[config.mk]
export PLATFORM = sky130hd
export DESIGN_NAME = tmds_pin_packer
export DESIGN_NICKNAME = d
export VERILOG_FILES = /design/src/rtl/tmds_pack_pkg.sv /design/src/rtl/tmds_bit_phase.sv /design/src/rtl/tmds_symbol_slot.sv /design/src/rtl/tmds_pin_pack.sv /design/src/rtl/tmds_pin_packer.sv
export SDC_FILE = /design/constraint.sdc
export NUM_CORES = 1
export LEC_CHECK = 0
export BUFFER_PORTS_ARGS = -buffer_cell sky130_fd_sc_hd__buf_2
export CORE_UTILIZATION = 53
export DETAILED_ROUTE_END_ITERATION = 12
export PLACE_DENSITY = 0.78
export SYNTH_ARGS = -nofsm -noshare
export SYNTH_HDL_FRONTEND = slang
export SYNTH_SLANG_ARGS = --single-unit
[constraint.sdc]
create_clock -name clk -period 2.1 [get_ports clk]
set_input_delay 0 -clock clk [delete_from_list [all_inputs] [get_ports clk]]
set_output_delay 0 -clock clk [all_outputs]
set_load 0.02 [all_outputs]
[src/rtl/tmds_pack_pkg.sv]
package tmds_pack_pkg;

  typedef enum logic {
    LINK_IDLE = 1'b0,
    LINK_RUN  = 1'b1
  } link_state_e;

  // Drive one differential pair: true pin above complement pin.
  function automatic logic [1:0] pair_drive(input logic b);
    return {b, ~b};
  endfunction

endpackage

[src/rtl/tmds_bit_phase.sv]
module tmds_bit_phase
  import tmds_pack_pkg::*;
#(
  parameter int SYM_W = 10
) (
  input  logic                       clk,
  input  logic                       rst_n,
  input  logic                       take,
  output logic                       running,
  output logic [$clog2(SYM_W)-1:0]   pos,
  output logic                       ready,
  output logic                       lane_clk
);
  localparam int PW = $clog2(SYM_W);
  localparam logic [PW-1:0] LAST_P = PW'(SYM_W - 1);
  localparam logic [PW-1:0] HALF_P = PW'(SYM_W / 2);

  link_state_e state_q;

  always_ff @(posedge clk or negedge rst_n) begin
    if (!rst_n) begin
      state_q <= LINK_IDLE;
      pos     <= '0;
    end else if (take) begin
      state_q <= LINK_RUN;
      pos     <= '0;
    end else if (state_q == LINK_RUN) begin
      pos <= (pos == LAST_P) ? '0 : pos + PW'(1);
    end
  end

  assign running  = (state_q == LINK_RUN);
  assign ready    = !running || (pos == LAST_P);
  assign lane_clk = running && (pos < HALF_P);


  pos_range_chk: assert property (@(posedge clk) disable iff (!rst_n)
    running |-> (pos <= LAST_P));

endmodule

[src/rtl/tmds_symbol_slot.sv]
module tmds_symbol_slot #(
  parameter int SYM_W = 10
) (
  input  logic                       clk,
  input  logic                       rst_n,
  input  logic                       load,
  input  logic [SYM_W-1:0]           sym_in,
  input  logic [$clog2(SYM_W)-1:0]   pos,
  output logic [SYM_W-1:0]           sym_q,
  output logic                       bit_out
);

  always_ff @(posedge clk or negedge rst_n) begin
    if (!rst_n) sym_q <= '0;
    else if (load) sym_q <= sym_in;
  end

  assign bit_out = sym_q[pos];

endmodule

[src/rtl/tmds_pin_pack.sv]
module tmds_pin_pack
  import tmds_pack_pkg::*;
#(
  parameter int LANES = 3
) (
  input  logic                     running,
  input  logic [LANES-1:0]         lane_bits,
  input  logic                     clk_bit,
  output logic [2*(LANES+1)-1:0]   pins
);

  for (genvar i = 0; i < LANES; i++) begin : g_lane
    assign pins[2*i+3 -: 2] = pair_drive(running & lane_bits[i]);
  end

  assign pins[1:0] = pair_drive(running & clk_bit);

endmodule

[src/rtl/tmds_pin_packer.sv]
module tmds_pin_packer #(
  parameter int SYM_W = 10
) (
  input  logic             clk,
  input  logic             rst_n,
  input  logic             sym_valid,
  output logic             sym_ready,
  input  logic [SYM_W-1:0] sym_red,
  input  logic [SYM_W-1:0] sym_green,
  input  logic [SYM_W-1:0] sym_blue,
  output logic [7:0]       pin_word
);
  localparam int LANES = 3;
  localparam int PW    = $clog2(SYM_W);
  localparam logic [PW-1:0] LAST_P = PW'(SYM_W - 1);
  localparam logic [PW-1:0] HALF_P = PW'(SYM_W / 2);
  localparam logic [2*(LANES+1)-1:0] NEG_MASK = {(LANES+1){2'b01}};

  logic             take;
  logic             running;
  logic             lane_clk;
  logic [PW-1:0]    pos;
  logic [LANES-1:0] lane_bits;
  logic [SYM_W-1:0] sym_in [LANES];
  logic [SYM_W-1:0] sym_q  [LANES];

  assign take = sym_valid & sym_ready;

  // Lane index 2 is red (top pair), 0 is blue.
  assign sym_in[2] = sym_red;
  assign sym_in[1] = sym_green;
  assign sym_in[0] = sym_blue;

  tmds_bit_phase #(.SYM_W(SYM_W)) u_phase (
    .clk(clk), .rst_n(rst_n), .take(take), .running(running),
    .pos(pos), .ready(sym_ready), .lane_clk(lane_clk)
  );

  for (genvar i = 0; i < LANES; i++) begin : g_slot
    tmds_symbol_slot #(.SYM_W(SYM_W)) u_slot (
      .clk(clk), .rst_n(rst_n), .load(take), .sym_in(sym_in[i]),
      .pos(pos), .sym_q(sym_q[i]), .bit_out(lane_bits[i])
    );
  end

  tmds_pin_pack #(.LANES(LANES)) u_pack (
    .running(running), .lane_bits(lane_bits), .clk_bit(lane_clk),
    .pins(pin_word)
  );


  idle_pins_chk: assert property (@(posedge clk) disable iff (!rst_n)
    !running |-> (pin_word == NEG_MASK));


  lsb_first_chk: assert property (@(posedge clk) disable iff (!rst_n)
    take |=> (pin_word[7] == $past(sym_red[0])) && (pin_word[3] == $past(sym_blue[0])));


  pair_comp_chk: assert property (@(posedge clk) disable iff (!rst_n)
    (pin_word & NEG_MASK) == ((~pin_word >> 1) & NEG_MASK));


  clk_lane_chk: assert property (@(posedge clk) disable iff (!rst_n)
    running |-> (pin_word[1] == (pos < HALF_P)));


  ready_slot_chk: assert property (@(posedge clk) disable iff (!rst_n)
    (running && sym_ready) |-> (pos == LAST_P));


  advance_chk: assert property (@(posedge clk) disable iff (!rst_n)
    (running && pos != LAST_P) |=> (pos == $past(pos) + PW'(1)));


  repeat_chk: assert property (@(posedge clk) disable iff (!rst_n)
    (running && pos == LAST_P && !sym_valid) |=>
      ($stable({sym_q[2], sym_q[1], sym_q[0]}) && running && pos == '0));


  ignore_chk: assert property (@(posedge clk) disable iff (!rst_n)
    (sym_valid && !sym_ready) |=> $stable({sym_q[2], sym_q[1], sym_q[0]}));


  start_chk: assert property (@(posedge clk) disable iff (!rst_n)
    (!running && sym_valid) |=> (running && pos == '0));

endmodule

==> results by group <==
Run status
  • Status: finished, final reports clean

Die
  • Die Width: 61.35 microns
  • Die area: 3764 sq um
  • Ports: 42
  • Vert. Die Dim: 61.35 microns
  • Initial Util: 55.51%
  • Core footprint: 3363 sq um
  • Row cnt: 21

Pwr
  • Combinational share of power: 51.5%
  • Int Power: 2228 uW
  • Sw Ratio: 37.34%
  • Leak Pwr: 0.001204 uW
  • Sequential cell fraction of total power: 34.1%
  • Sw Pwr: 1328 uW
  • Tot Pwr: 3556 uW
  • Clock share of power: 14.4%
  • Maximum vdd ir drop: 0.0006762 V
  • Power per cell area: 1427 nW/um^2

Critical path
  • Worst reg2reg endpoint: g_slot[1].u_slot.sym_q[7]
  • Crit start category: flop
  • Crit Path Category: flop to output pin
  • Cells along the critical path: buf_4 -> mux2_2 -> o211ai_1 -> o22a_1 -> buf_2
  • R2R depth: 7
  • R2r setup slk: 220 ps
  • Worst r2r src: u_phase.pos[1]
  • CP endpoint kind: output pin
  • Slowest cell on the critical path: dfrtp_1
  • Arrival time at the worst endpoint: 1960 ps
  • CP Data Required Time: 2100 ps
  • Crit path max fanout: 19
  • Slowest stage delay, CP: 370 ps

Logic synthesis
  • Synth Net Count: 168
  • Synth Cell Area: 1867 sq um
  • Yosys Warn Count: 0
  • Post-synthesis sequential area ratio: 46.92%
  • Post-synth top area share: 46.92%
  • EDFF count, synth: 0
  • Synth async-reset ratio: 100.0%
  • Post-synth cell types: 27
  • Post-Synthesis Cells: 132
  • Synth top area cells: dfrtp_1 (47%), mux2_4 (24%), mux2i_1 (6.4%)
  • Syn Area/Cell: 14.14 sq um
  • Post-synth top cells: dfrtp_1 (35), mux2_4 (30), mux2i_1 (12)
  • Top-count cell post-synth: dfrtp_1
  • Yosys top cell by area: dfrtp_1
  • Yosys reg bits: 35
  • Post-synth top flop: dfrtp_1

Clocking
  • Clk buf depth: 2
  • Clock buffer count from CTS: 5
  • H-tree depth: 2
  • Worst-Skew Late Latency: 350 ps
  • Post-CTS Setup Bufs: 0
  • CTS tree: done
  • Root Buffer: clkbuf_4
  • Clk pin slew, worst setup/hold paths: 120 ps
  • Sink Count: 35

Drt
  • Routed vias: 1344
  • Drt total wl: 4.148 mm
  • Remaining antenna violation count: 0
  • First drt pass iteration count: 4
  • Initial DRC count: 44
  • Vias/cell: 5.230
  • Drt drc: 0
  • Routed WL per cell: 16.14 microns

Finish
  • Diode count: 0
  • FF/Latch Area: 875.8 sq um
  • Post-Route Utilization: 74.11%
  • Fillers: 241
  • Share of cells above drive strength 1: 41.71%
  • P&R area growth vs syn: 33.51%
  • Non-Filler Instances: 257
  • Multi-input gate area: 893.4 sq um
  • Final Instance Area: 2492 sq um
  • Nets@finish: 246

STA
  • Fmax: 0.5096 GHz
  • Final setup fails: 0
  • Slew @ Worst Pin: 748.4 ps
  • Setup_tns: 0 ps
  • Layout Skew: 16.32 ps
  • RSZ-0062 raised after global routing: false
  • Final hold violations: 0
  • Max_slew headroom: 50.11%
  • Pins Over Slew Limit: 0
  • Period utilization: 93.44%
  • Fin crit period: 1962 ps

Global routing
  • Largest net degree at the start of global routing: 36
  • Global route overflow: 0
  • First-pass GRT wire length: 6.285 mm
  • GR peak layer: met2
  • GR Util met3: 8.193%
  • Initial antenna violation count: 0
  • Vias in the first global route: 1366
  • M1 GR Usage: 28.44%
  • M2 GR Usage: 40.37%
  • Total track usage: 24.08%

Min path
  • Worst hold path type: input pin to async pin

Placed design
  • Post-DP HPWL: 2.588 mm
  • Post-DP Area: 2086 sq um
  • Placed insts: 217
  • # port buffers: 41
  • GPL Wtd Cong: 0.8488

Job
  • Max-cap check violation count: 0
## state kept, by name (all words and copies together) (netlist names)
name	flops
g_slot.u_slot.sym_q	30
u_phase.running	1
u_phase.pos	4
## logic make-up (layout without fill, tap and decap cells)
group,Yosys count,in the layout,synth area share (%)
AO/OA/AOI/OAI,20,20,7.574
XOR/XNOR,1,1,0.4693
adder cells (fa/ha/maj),3,3,2.011
buffers and inverters,10,89,5.228
flip-flops,35,35,46.92
multiplexers,45,45,32.37
AND/OR/NAND/NOR,18,18,5.430
## power groups by stage
stage	registers (uW)	clock network, uW	logic [uW]
3_5_place_dp	1220	0	1760
2_1_floorplan	1150	0	1390
6_report	1210	513	1830
3_3_place_gp	1200	0	1700
5_1_grt	1250	562	1960
4_1_cts	1210	521	1820
## worst max-delay path, delay by kind of cell (launching register included)
kind	cells	cell delay, ps
AOI/OAI and AO/OA	2	430
buffers and inverters	2	460
DFF	1	370
muxes	1	370
## layer usage
layer | wire length [microns] | part of all wire (%)
met1 | 1760 | 42
met2 | 2091 | 50
met3 | 204 | 4.9
met4 | 92 | 2.2
met5 | 0 | 0
## metrics by stage
step / hold WS (ps) / setup slack (ps)
after detailed placement: 112.6 / 251.2
after floorplan: -295.6 / 395.1
after global placement: 102.0 / 315.3
after CTS: 274.9 / 143.9
final: 240.2 / 137.8
after global routing: 318.8 / 29.37
## cells in the final DEF, fill, tap and decap left out, drive strengths merged
cell type    synthesis  routed
nor2                 2       2
o21ai                4       4
o211ai               3       3
nand2b               1       1
dlygate4sd3          0      32
buf                  5      44
o22a                 3       3
clkbuf               0       6
a22o                 1       1
inv                  5       5
a22oi                3       3
nor2b                2       2
nand3b               1       1
o22ai                4       4
and2b                1       1
o2bb2ai              1       1
ha                   3       3
nand3                2       2
bufinv               0       1
mux2                33      33
a21boi               1       1
and2                 1       1
dfrtp               35      35
xor2                 1       1
mux2i               12      12
clkinv               0       1
nand2                8       8
## how the worst max path moves through the flow
| stage | cells after the start | to | slack [ps] | startpoint |
|---|---|---|---|---|
| 3_5_place_dp | 7 | g_slot[2].u_slot.sym_q[8] | 250 | u_phase.pos[1] |
| 5_1_grt | 5 | pin_word[6] | 30 | u_phase.pos[0] |
| 6_report | 5 | pin_word[6] | 140 | u_phase.pos[0] |
| 3_3_place_gp | 7 | g_slot[2].u_slot.sym_q[8] | 320 | u_phase.pos[1] |
| 2_1_floorplan | 6 | pin_word[1] | 400 | u_phase.pos[0] |
| 4_1_cts | 5 | pin_word[4] | 140 | u_phase.pos[0] |
## cell type report
cell class / count / area share, %
clock buffers: 6 / 2.058
clock inverters: 2 / 1.406
inverters: 5 / 0.7530
multi-input cells: 87 / 35.84
flip-flops and latches: 35 / 35.14
well taps: 46 / 2.309
repair buffers: 76 / 22.49
## repair_timing
item,in CTS,in global routing
resized for setup,0,0
endpoints found under the hold margin,67,0
hold buffers,32,0
(Power assumes the default switching activity.)
